`src/rtl/ihw_pkg.sv`:
```
package ihw_pkg;

   typedef enum logic [2:0] {
      ST_IDLE,
      ST_MAGIC,
      ST_TAG,
      ST_LEN,
      ST_SKIP,
      ST_PAY,
      ST_DONE,
      ST_FAIL
   } walk_st_t;

   localparam int          MAGIC_LEN = 13;
   localparam logic [7:0]  TAG_FIRST = 8'h61;
   localparam logic [7:0]  TAG_LONG  = 8'h65;

   // Signature byte at position i of the selected image
   function automatic logic [7:0] magic_byte(input logic [3:0] i);
      logic [7:0] b;
      case (i)
         4'd1:                      b = 8'h09;
         4'd2, 4'd4, 4'd6, 4'd8:    b = 8'h0F;
         4'd3, 4'd5, 4'd7, 4'd9:    b = 8'hF0;
         4'd12:                     b = 8'h01;
         default:                   b = 8'h00;
      endcase
      return b;
   endfunction

endpackage

```
`src/rtl/ihw_chunk_sel.sv`:
```
module ihw_chunk_sel #(
   parameter int CHUNK_BYTES = 288,
   parameter int IMG_W       = 4
) (
   input  logic             clk,
   input  logic             rst_n,
   input  logic             restart,
   input  logic             adv,
   input  logic [IMG_W-1:0] img_sel,
   input  logic [IMG_W-1:0] img_count,
   output logic             mine
);

   localparam int POS_W = $clog2(CHUNK_BYTES);

   logic [POS_W-1:0] pos;
   logic [IMG_W-1:0] slot;
   logic             pos_wrap;
   logic [IMG_W:0]   slot_inc;

   generate
      if ((CHUNK_BYTES & (CHUNK_BYTES - 1)) == 0) begin : g_pow2
         assign pos_wrap = &pos;
      end else begin : g_any
         assign pos_wrap = (pos == POS_W'(CHUNK_BYTES - 1));
      end
   endgenerate

   assign slot_inc = {1'b0, slot} + {{IMG_W{1'b0}}, 1'b1};
   assign mine     = (slot_inc == {1'b0, img_sel});

   always_ff @(posedge clk or negedge rst_n) begin
      if (!rst_n) begin
         pos  <= '0;
         slot <= '0;
      end else if (restart) begin
         pos  <= '0;
         slot <= '0;
      end else if (adv) begin
         if (pos_wrap) begin
            pos  <= '0;
            slot <= (slot_inc >= {1'b0, img_count}) ? '0 : slot_inc[IMG_W-1:0];
         end else begin
            pos <= pos + POS_W'(1);
         end
      end
   end

   // the image slot stays inside the declared image count
   p_slot_range_r2 : assert property (@(posedge clk) disable iff (!rst_n)
      (adv && img_count != '0) |-> (slot < img_count));

endmodule

```
`src/rtl/ihw_sect_walker.sv`:
```
module ihw_sect_walker
   import ihw_pkg::*;
#(
   parameter int SEARCH_LIMIT = 100,
   parameter int SHORT_MAX    = 255
) (
   input  logic        clk,
   input  logic        rst_n,
   input  logic        restart,
   input  logic        take,
   input  logic [7:0]  din,
   input  logic        pay_last,
   output walk_st_t    st,
   output logic        want,
   output logic        hdr_ok,
   output logic        parse_err,
   output logic        done,
   output logic [31:0] pay_len
);

   localparam int HB_W = $clog2(SEARCH_LIMIT + 4);
   localparam logic [HB_W-1:0] HB_LIMIT = HB_W'(SEARCH_LIMIT);

   logic [HB_W-1:0] hb;
   logic [3:0]      idx;
   logic [31:0]     acc;
   logic [31:0]     nxt_len;
   logic [7:0]      skip_rem;
   logic            tag_long;
   logic            len_last;
   logic            hb_spent;
   logic            hb_next_spent;

   assign nxt_len       = {acc[23:0], din};
   assign len_last      = (idx == (tag_long ? 4'd3 : 4'd1));
   assign hb_spent      = (hb >= HB_LIMIT);
   assign hb_next_spent = ((hb + HB_W'(1)) >= HB_LIMIT);

   always_comb begin
      case (st)
         ST_MAGIC, ST_LEN, ST_SKIP, ST_PAY: want = 1'b1;
         ST_TAG:                            want = !hb_spent;
         default:                           want = 1'b0;
      endcase
   end

   always_ff @(posedge clk or negedge rst_n) begin
      if (!rst_n) begin
         st        <= ST_IDLE;
         idx       <= '0;
         hb        <= '0;
         acc       <= '0;
         skip_rem  <= '0;
         tag_long  <= 1'b0;
         hdr_ok    <= 1'b0;
         parse_err <= 1'b0;
         done      <= 1'b0;
         pay_len   <= '0;
      end else begin
         done <= 1'b0;
         if (restart) begin
            st        <= ST_MAGIC;
            idx       <= '0;
            hb        <= '0;
            acc       <= '0;
            skip_rem  <= '0;
            tag_long  <= 1'b0;
            hdr_ok    <= 1'b0;
            parse_err <= 1'b0;
            pay_len   <= '0;
         end else begin
            case (st)
               ST_MAGIC: if (take) begin
                  if (din != magic_byte(idx)) begin
                     st        <= ST_FAIL;
                     parse_err <= 1'b1;
                  end else if (idx == 4'(MAGIC_LEN - 1)) begin
                     st     <= ST_TAG;
                     hdr_ok <= 1'b1;
                     idx    <= '0;
                  end else begin
                     idx <= idx + 4'd1;
                  end
               end
               ST_TAG: begin
                  if (hb_spent) begin
                     st        <= ST_FAIL;
                     parse_err <= 1'b1;
                  end else if (take) begin
                     hb <= hb + HB_W'(1);
                     if (din < TAG_FIRST || din > TAG_LONG) begin
                        st        <= ST_FAIL;
                        parse_err <= 1'b1;
                     end else begin
                        tag_long <= (din == TAG_LONG);
                        idx      <= '0;
                        acc      <= '0;
                        st       <= ST_LEN;
                     end
                  end
               end
               ST_LEN: if (take) begin
                  acc <= nxt_len;
                  idx <= idx + 4'd1;
                  if (!tag_long) hb <= hb + HB_W'(1);
                  if (len_last) begin
                     idx <= '0;
                     if (tag_long) begin
                        pay_len <= nxt_len;
                        if (nxt_len == '0) begin
                           st   <= ST_DONE;
                           done <= 1'b1;
                        end else begin
                           st <= ST_PAY;
                        end
                     end else if (nxt_len > 32'(SHORT_MAX)) begin
                        st        <= ST_FAIL;
                        parse_err <= 1'b1;
                     end else if (nxt_len == '0 || hb_next_spent) begin
                        st <= ST_TAG;
                     end else begin
                        skip_rem <= nxt_len[7:0];
                        st       <= ST_SKIP;
                     end
                  end
               end
               ST_SKIP: if (take) begin
                  hb       <= hb + HB_W'(1);
                  skip_rem <= skip_rem - 8'd1;
                  if (skip_rem == 8'd1 || hb_next_spent) st <= ST_TAG;
               end
               ST_PAY: if (pay_last) begin
                  st   <= ST_DONE;
                  done <= 1'b1;
               end
               default: ;
            endcase
         end
      end
   end

   // content is never skipped once the search budget is used up
   p_skip_budget_r8 : assert property (@(posedge clk) disable iff (!rst_n)
      (st == ST_SKIP) |-> (hb < HB_LIMIT));

   // sections are walked only behind a matched signature
   p_sections_need_magic_r4 : assert property (@(posedge clk) disable iff (!rst_n)
      (st == ST_TAG || st == ST_LEN || st == ST_SKIP || st == ST_PAY) |-> hdr_ok);

   // an error holds until the next start
   p_err_sticky_r3 : assert property (@(posedge clk) disable iff (!rst_n)
      (parse_err && !restart) |=> parse_err);

   // the failed state is always flagged
   p_fail_flag_r6 : assert property (@(posedge clk) disable iff (!rst_n)
      (st == ST_FAIL) |-> parse_err);

endmodule

```
`src/rtl/ihw_pay_counter.sv`:
```
module ihw_pay_counter #(
   parameter int LEN_W = 32
) (
   input  logic             clk,
   input  logic             rst_n,
   input  logic             restart,
   input  logic             beat,
   input  logic [LEN_W-1:0] pay_len,
   output logic             last
);

   logic [LEN_W-1:0] cnt;

   assign last = beat && ((cnt + LEN_W'(1)) == pay_len);

   always_ff @(posedge clk or negedge rst_n) begin
      if (!rst_n)       cnt <= '0;
      else if (restart) cnt <= '0;
      else if (beat)    cnt <= cnt + LEN_W'(1);
   end

   // no byte is forwarded past the latched length
   p_beat_in_len_r9 : assert property (@(posedge clk) disable iff (!rst_n)
      beat |-> (cnt < pay_len));

endmodule

```
`src/rtl/ilv_bitstream_parser.sv`:
```
module ilv_bitstream_parser
   import ihw_pkg::*;
#(
   parameter int CHUNK_BYTES  = 288,
   parameter int IMG_W        = 4,
   parameter int SEARCH_LIMIT = 100,
   parameter int SHORT_MAX    = 255
) (
   input  logic             clk,
   input  logic             rst_n,
   input  logic             start,
   input  logic [IMG_W-1:0] img_sel,
   input  logic [IMG_W-1:0] img_count,
   input  logic             in_valid,
   input  logic [7:0]       in_data,
   output logic             in_ready,
   output logic             out_valid,
   output logic [7:0]       out_data,
   input  logic             out_ready,
   output logic             hdr_ok,
   output logic             parse_err,
   output logic [31:0]      payload_len,
   output logic             len_valid,
   output logic             done
);

   localparam int LEN_W = 32;

   generate
      if (CHUNK_BYTES < 2)                  begin : g_bad_chunk  $error("CHUNK_BYTES must be at least 2"); end
      if (IMG_W < 1)                        begin : g_bad_img    $error("IMG_W must be at least 1"); end
      if (SEARCH_LIMIT < 4)                 begin : g_bad_limit  $error("SEARCH_LIMIT must be at least 4"); end
      if (SHORT_MAX < 1 || SHORT_MAX > 255) begin : g_bad_short  $error("SHORT_MAX must lie in 1..255"); end
   endgenerate

   walk_st_t st;
   logic     mine;
   logic     want;
   logic     in_pay;
   logic     take;
   logic     sel_take;
   logic     beat;
   logic     pay_last;

   assign in_pay    = (st == ST_PAY);
   assign in_ready  = !start && want && (!(mine && in_pay) || out_ready);
   assign take      = in_valid && in_ready;
   assign sel_take  = take && mine;
   assign beat      = sel_take && in_pay;
   assign out_valid = !start && in_valid && mine && in_pay;
   assign out_data  = in_data;
   assign len_valid = in_pay || (st == ST_DONE);

   ihw_chunk_sel #(
      .CHUNK_BYTES (CHUNK_BYTES),
      .IMG_W       (IMG_W)
   ) u_chunk (
      .clk       (clk),
      .rst_n     (rst_n),
      .restart   (start),
      .adv       (take),
      .img_sel   (img_sel),
      .img_count (img_count),
      .mine      (mine)
   );

   ihw_sect_walker #(
      .SEARCH_LIMIT (SEARCH_LIMIT),
      .SHORT_MAX    (SHORT_MAX)
   ) u_walk (
      .clk       (clk),
      .rst_n     (rst_n),
      .restart   (start),
      .take      (sel_take),
      .din       (in_data),
      .pay_last  (pay_last),
      .st        (st),
      .want      (want),
      .hdr_ok    (hdr_ok),
      .parse_err (parse_err),
      .done      (done),
      .pay_len   (payload_len)
   );

   ihw_pay_counter #(
      .LEN_W (LEN_W)
   ) u_pay (
      .clk     (clk),
      .rst_n   (rst_n),
      .restart (start),
      .beat    (beat),
      .pay_len (payload_len),
      .last    (pay_last)
   );

   // a held payload byte blocks the input
   p_backpressure_r9 : assert property (@(posedge clk) disable iff (!rst_n)
      (out_valid && !out_ready) |-> !in_ready);

   // done lasts a single cycle
   p_done_pulse_r10 : assert property (@(posedge clk) disable iff (!rst_n)
      done |=> !done);

   // completion and error are exclusive
   p_done_no_err_r10 : assert property (@(posedge clk) disable iff (!rst_n)
      done |-> !parse_err);

   // nothing is accepted once finished
   p_quiet_after_done_r10 : assert property (@(posedge clk) disable iff (!rst_n)
      (done && !start) |-> !in_ready);

endmodule

```
`config.mk`:
```
export PLATFORM = sky130hd
export DESIGN_NAME = ilv_bitstream_parser
export DESIGN_NICKNAME = d
export VERILOG_FILES = /design/src/rtl/ihw_pkg.sv /design/src/rtl/ihw_chunk_sel.sv /design/src/rtl/ihw_sect_walker.sv /design/src/rtl/ihw_pay_counter.sv /design/src/rtl/ilv_bitstream_parser.sv
export SDC_FILE = /design/constraint.sdc
export NUM_CORES = 1
export LEC_CHECK = 0
export ABC_AREA = 1
export BUFFER_PORTS_ARGS = -buffer_cell sky130_fd_sc_hd__buf_4
export CORE_UTILIZATION = 45
export DETAILED_ROUTE_END_ITERATION = 7
export REMOVE_ABC_BUFFERS = 1
export SETUP_SLACK_MARGIN = 0.4
export SLEW_MARGIN = 25
export SYNTH_ARGS = -nofsm -noshare
export SYNTH_HDL_FRONTEND = slang
export SYNTH_HIERARCHICAL = 1
export SYNTH_SLANG_ARGS = --single-unit
```
`constraint.sdc`:
```
create_clock -name clk -period 5.5 [get_ports clk]
set_input_delay 0.55 -clock clk [delete_from_list [all_inputs] [get_ports clk]]
set_output_delay 0.55 -clock clk [all_outputs]
set_load 0.02 [all_outputs]
```
==> results of run 1 <==
==> final cells by class <==
| class | count | area, sq um | share of cell area |
|---|---|---|---|
| Tap cell | 260 | 325.3 | 0.03292 |
| Timing Repair Buffer | 69 | 521.8 | 0.05280 |
| Sequential cell | 127 | 3178 | 0.3216 |
| Clock inverter | 14 | 106.4 | 0.01076 |
| Clock buffer | 17 | 425.4 | 0.04305 |
| Inverter | 180 | 681.9 | 0.06901 |
| Multi-Input combinational cell | 968 | 4642 | 0.4698 |
==> logic make-up (layout without fill, tap and decap cells) <==
logic type,Yosys count,in the layout,share of synthesized area
adders and majority gates,17,17,0.02440
AOI/OAI and AO/OA,135,135,0.08770
DFF,127,127,0.3646
buffers and inverters,216,280,0.1029
and+or+nand+nor,809,809,0.4134
xor gates and xnor gates,7,7,0.007033
==> placed cells by master, fill, tap and decap left out, drive strengths merged, types with 2 or more instances in the layout <==
cell type,synthesis,routed
nand2,458,458
inv,177,183
nand3,162,162
nor2,139,139
dfrtp,127,127
o21ai,74,74
buf,25,69
o22ai,29,29
a21oi,20,20
clkbuf,11,17
ha,17,17
nand3b,17,17
nand4,14,14
nor3,10,10
clkinv,3,10
a22oi,5,5
xnor2,4,4
and2,4,4
xor2,3,3
a21boi,2,2
a32oi,2,2
==> stage by stage <==
step                utilization  setup WS [ps]
floorplan                     -           2490
global placement         0.4965           1842
detailed placement       0.4965           1553
CTS                      0.5247           1531
global route             0.5247           1214
finish                   0.5247           1579
==> power breakdown <==
group	switching, W	internal, W	leakage, nW
registers	0.000113	0.00101	1.75
logic	0.000633	0.000310	2.91
clock network	0.000453	0.000580	0.265
==> cell usage after synthesis, types with 3 or more instances <==
cell,n
nand2_1,444
inv_1,163
nand3_1,153
dfrtp_1,127
nor2_1,122
o21ai_0,60
o22ai_1,29
a21oi_1,19
ha_1,17
nand3b_1,17
nand4_1,14
o21ai_1,13
inv_2,12
buf_2,10
clkbuf_1,10
nor2_4,10
buf_4,9
nand2_2,9
nand3_2,9
nor3_1,9
nor2_2,6
a22oi_1,5
nand2_4,5
and2_1,4
buf_6,4
xnor2_1,4
xor2_1,3
==> how the worst max path moves through the flow <==
stage,from,end,slack (ps)
2_1_floorplan,u_walk/st[1]$_DFFE_PN0P_,u_walk/st[1]$_DFFE_PN0P_,2490
3_3_place_gp,u_walk/st[1]$_DFFE_PN0P_,u_pay/cnt[1]$_DFFE_PN0P_,1840
3_5_place_dp,u_walk/st[1]$_DFFE_PN0P_,u_pay/cnt[1]$_DFFE_PN0P_,1550
4_1_cts,u_walk/st[1]$_DFFE_PN0P_,u_pay/cnt[1]$_DFFE_PN0P_,1530
5_1_grt,u_walk/st[1]$_DFFE_PN0P_,u_pay/cnt[1]$_DFFE_PN0P_,1210
6_report,u_walk/st[1]$_DFFE_PN0P_,u_pay/cnt[1]$_DFFE_PN0P_,1580
==> layer usage <==
metal  share of wire  routed length, microns  GRT usage  vias to the layer above
met3           0.043                    1032    0.04076                       26
met5               0                       0          0                        -
met2            0.45                   10810     0.3999                      193
met4           0.011                     265    0.06007                        0
li1                -                       -          -                     4295
met1            0.49                   11680     0.3524                     3818
==> critical path, stage by stage, from the launching register on <==
cell      delay [ps]
dfrtp_1          580
nand3_1          270
inv_2            460
or4_1            210
inv_1             50
nor2_2           150
nand4_1          110
inv_1             90
inv_1             70
nor2_1           430
clkinv_1         910
o21ai_0          470
==> state kept, by name (all words and copies together) (netlist names), 3 cells and up <==
register,count
u_chunk/pos,9
u_walk/pay_len,32
u_walk/acc,24
u_walk/hb,7
u_walk/st,3
u_pay/cnt,32
u_walk/skip_rem,8
u_chunk/slot,4
u_walk/idx,4
==> flow_summary.toml, run 1 <==
[worst_setup_path]
cp-start-kind = "flip-flop"
timing.rr.start = "u_walk/st[1]$_DFFE_PN0P_"
r2r_cells = 11
path_max_fanout = 32
r2r_slack_ps = 1580
r2r_end = "u_pay/cnt[1]$_DFFE_PN0P_"
path_class = "flip-flop to flip-flop"
endpoint_kind = "flip-flop"
critPathArrivalTime_ps = 4220
cp.required_ps = 5800

[cells_and_area]
syn_to_final_growth_pct = 13.35
fin_nets = 1401
diodes = 0
final_area_sq_um = 9881
instances_no_fill = 1635
fillers = 1918
drive_gt1_frac = 0.1171

[timing]
setup_viol = 0
slew_headroom = 0.3728
slew_violations = 0
rsz0062_at_grt = "no"
fmax_ghz = 0.2550
fin_crit_sh = 0.7129
whs_ps = 182.8
finalCriticalPeriod_ps = 3921
finalClockSkew_ps = 12.22
finalSetupTns_ps = 0
hold_viol = 0
tightestPinTransition_ps = 935.1

[die]
pin_count = 67
die_h_microns = 141.2
initial_utilization = 0.4629
die_w_microns = 141.2
die_area_sq_um = 19930
core_area_sq_um = 18830
row_count = 50

[clocking]
post_cts_resized = 0
postCtsSetupBuffers = 0
clk_pin_slew_ps = 60
htreeDepth = 4
cts-root-buf = "clkbuf_16"
clk_latency_ps = 430
clk_path_buf_depth = 2
clock_sinks = 127
tritoncts = "built"
cts_buffers = 17
cts-hold-fix-buffers = 0

[synthesis]
yosysTopAreaCell = "dfrtp_1"
ys_warn_count = 6
ys_seq_area_frac = 0.3646
synth_ff_type = "dfrtp_1"
synth_seq_cells = 127
synthArstFlopShare = 1.000
synth.area.top_cells = "dfrtp_1, nand2_1, nand3_1"
yosysTopAreaCellShare = 0.3646
syn_avg_cell_area_sq_um = 6.649
syn-cell-area_sq_um = 8717
synth_edf_count = 0
synth_cell_type_count = 46
netlist_instances = 1311

[global_routing]
grt_pass1_vias = 7623
grt_pass1_wl_microns = 39020
antenna_found_initial = 0
track_usage = 0.2500
grt_start_max_net_pins = 88
grt_overflow = 0

[pwr]
p_leak_nw = 4.921
fin_total_pwr_w = 0.003099
powerDensity_nw_per_um2 = 313.7
irDropWorstVdd_mv = 0.2251

[place]
placed_cell_area_sq_um = 9349
io_buffers = 66
place_congestion = 0.9227
hpwl_microns = 17690
place_inst = 1604

[detailed_routing]
vias = 8332
wl_per_cell_microns = 14.55
drt_iter0_drc = 653
firstDrtPassIters = 5
vias_per_cell = 5.096
wirelength_microns = 23790
drc = 0
ant_nets = 0

[outcome]
status = "completed"

[job]
drv_cap = 0

[hold_path]
hp-class = "input pin to asynchronous set/reset pin"
No activity file was read; power rests on OpenSTA's default activity.
==> run 2, diff against run 1 <==
ABC_AREA = 0   (was 1)
PLACE_DENSITY = 0.65   (was unset)
clock period = 3.2 ns   (was 5.5 ns; I/O delays follow)
==> flow_summary.toml, run 2 <==
[pwr]
p_comb_frac = 0.258
sw_frac_of_total = 0.3066
powerDensity_nw_per_um2 = 471.0
clockPowerShare = 0.396
switching_power_w = 0.001544
p_leak_nw = 4.657
p_seq_frac = 0.346
irDropWorstVdd_mv = 0.4020
internal_power_w = 0.003493

[worst_setup_path]
path_cells = "buf_6 > nand3_4 > xnor2_2 > xor2_2 > nor3_4 > nand4b_1 > nor3_2 > buf_4 > nand3_2 > nor3_2 > nand3_1 > nor4_2 > nand4_1 > and4bb_2 > nor2_1 > a21oi_1 > o21ai_1 > nand2_1 > nand3_2 > o21bai_1 > o41ai_1"
cp_num_buf_inv = 2
critPathArrivalTime_ps = 3860
critical_path.top_delay_family = "simple AND/OR/NAND/NOR gates"
critPathMaxStageDelay_ps = 440
path_class = "flip-flop to flip-flop"
endpoint_kind = "flip-flop"
cp.required_ps = 3510
cp-start-kind = "flip-flop"
slowest_stage = "dfrtp_1"
path_max_fanout = 3

[job]
drv_cap = 0

[detailed_routing]
ant_nets = 0
drt_iter0_drc = 641
wirelength_microns = 23800
drc = 0
vias_per_cell = 5.684
firstDrtPassIters = 7
wl_per_cell_microns = 17.43
vias = 7765

[timing]
finalSetupTns_ps = -904.3
tightestPinTransition_ps = 784.9
setup_viol = 3
finalClockSkew_ps = 7.154
slew_headroom = 0.4767
hold_viol = 0
rsz0062_at_grt = "yes"
layout_setup_ws_ps = -349.7
slew_violations = 0
fmax_ghz = 0.2817
finalCriticalPeriod_ps = 3550
fin_crit_sh = 1.109

[cells_and_area]
fin_nets = 1168
syn_to_final_growth_pct = 31.87
fillers = 1497
multiInputGateArea_sq_um = 4782
diodes = 0
top_regs = "u_pay/cnt (32), u_walk/pay_len (32), u_walk/acc (24)"
final_cell_mix = "buf_4, nand2_1, dfrtp_1, nor2_1, a21oi_1"
final_common_cell = "buf_4"
seqCellArea_sq_um = 3178
drive_gt1_frac = 0.2813

[synthesis]
synth.most_common_cell = "nand2_1"
netlist_instances = 958
yosysTopAreaCellShare = 0.3919
synth_cell_type_count = 92
synth.area.top_cells = "dfrtp_1, nand2_1, xnor2_1"
synthArstFlopShare = 1.000
synth_edf_count = 0
yosysTopAreaCell = "dfrtp_1"
synth_seq_cells = 127
yosys-top-cells-count = "nand2_1, dfrtp_1, nor2_1, a21oi_1, xnor2_1"
syn_avg_cell_area_sq_um = 8.466
ys_warn_count = 6
synth_ff_type = "dfrtp_1"
ys_seq_area_frac = 0.3919
syn-cell-area_sq_um = 8110

[die]
die_w_microns = 136.3
row_count = 48
die_area_sq_um = 18560
initial_utilization = 0.4641
core_area_sq_um = 17480
pin_count = 67
die_h_microns = 136.3

[global_routing]
grt_pass1_vias = 7293
grt_pass1_wl_microns = 36570
met2_usage = 0.4318
grtUsageMet3 = 0.04362
antenna_found_initial = 0
use_met1 = 0.3244
grt_start_max_net_pins = 71
grt_overflow = 0
track_usage = 0.2540
grt-busiest-layer = "met2"

[clocking]
cts_buffers = 17
tritoncts = "built"
htreeDepth = 4
clk_pin_slew_ps = 60
clk_latency_ps = 430
cts-root-buf = "clkbuf_16"
clk_path_buf_depth = 2
clock_sinks = 127

[place]
hpwl_microns = 15860
dp_slack_ps = -813.0
io_buffers = 66
place_congestion = 0.9376

[hold_path]
hp-class = "input pin to flip-flop"

[outcome]
status = "finished with violations"
violations = "negative setup slack"
-- run 2: metrics by stage --
stage | hold slack (ps) | util | power, W | instances | instance area, sq um
floorplan | 24.41 | - | 0.002337 | 898 | 7794
global placement | 426.9 | 0.5444 | 0.002774 | 1308 | 9514
detailed placement | 429.1 | 0.5444 | 0.002779 | 1308 | 9514
CTS | 171.2 | 0.5931 | 0.004940 | 1354 | 10370
global route | 193.8 | 0.6120 | 0.005238 | 1366 | 10700
finish | 181.8 | 0.6120 | 0.005037 | 1366 | 10700
-- run 2: layer usage --
layer | part of all wire | vias up | wire length (microns)
li1 | - | 3674 | -
met1 | 0.42 | 3783 | 10090
met2 | 0.51 | 261 | 12020
met3 | 0.050 | 47 | 1189
met4 | 0.021 | 0 | 502
met5 | 0 | - | 0
-- run 2: final cells by class --
class | instances | share of cell area
Timing Repair Buffer | 213 | 0.1635
Clock buffer | 20 | 0.04270
Sequential cell | 127 | 0.2971
Inverter | 28 | 0.01018
Clock inverter | 10 | 0.01299
Tap cell | 225 | 0.02632
Multi-Input combinational cell | 743 | 0.4471
-- run 2: repair_timing --
action / CTS / global route
gates resized for setup: 34 / 40
setup buffers: 15 / 7
endpoints found under the setup margin: 86 / 97
endpoints found under the hold margin: 54 / 0
cloned: 0 / 5
pin swaps: 26 / 16
hold buffers: 1 / 0
-- run 2: kinds of logic (layout without fill, tap and decap cells) --
family                     after synthesis  count (layout)  share of synthesized area
DFF                                    127             127                     0.3919
buffers and inverters                   88             271                    0.05199
muxes                                    6               6                   0.008176
adders and majority gates               17              17                    0.02623
xor gates and xnor gates                98              98                     0.1058
AOI/OAI and AO/OA                      182             182                     0.1435
and+or+nand+nor                        440             440                     0.2724
-- run 2: path summary, 6_finish.rpt --
check / startpoint / end / slack, ps / depth (start not counted)
worst max-delay path: u_chunk/slot[1]$_DFFE_PN0P_ / u_walk/st[2]$_DFFE_PN0P_ / -350 / 21
worst min-delay path: in_data[2] / u_walk/acc[2]$_DFFE_PN0P_ / 180 / 3
worst max register to register: u_chunk/slot[1]$_DFFE_PN0P_ / u_walk/st[2]$_DFFE_PN0P_ / -350 / 21
worst min register to register: u_walk/hdr_ok$_DFFE_PN0P_ / u_walk/hdr_ok$_DFFE_PN0P_ / 510 / 1
max in group asynchronous: rst_n / u_walk/hdr_ok$_DFFE_PN0P_ / 1790 / 4
min in group asynchronous: rst_n / u_pay/cnt[22]$_DFFE_PN0P_ / 500 / 2
-- run 2: tightest hold or removal path, cell delays in order --
cell and delay, ps:
buf_4 140, nand2_1 60, o21ai_1 50
-- run 2: power by group through the flow --
stage	Combinational (W)	Sequential, W	Clock [W]
floorplan	0.000555	0.00178	0
global placement	0.00101	0.00176	0
detailed placement	0.00102	0.00176	0
CTS	0.00119	0.00174	0.00202
global route	0.00140	0.00175	0.00209
finish	0.00130	0.00174	0.00200
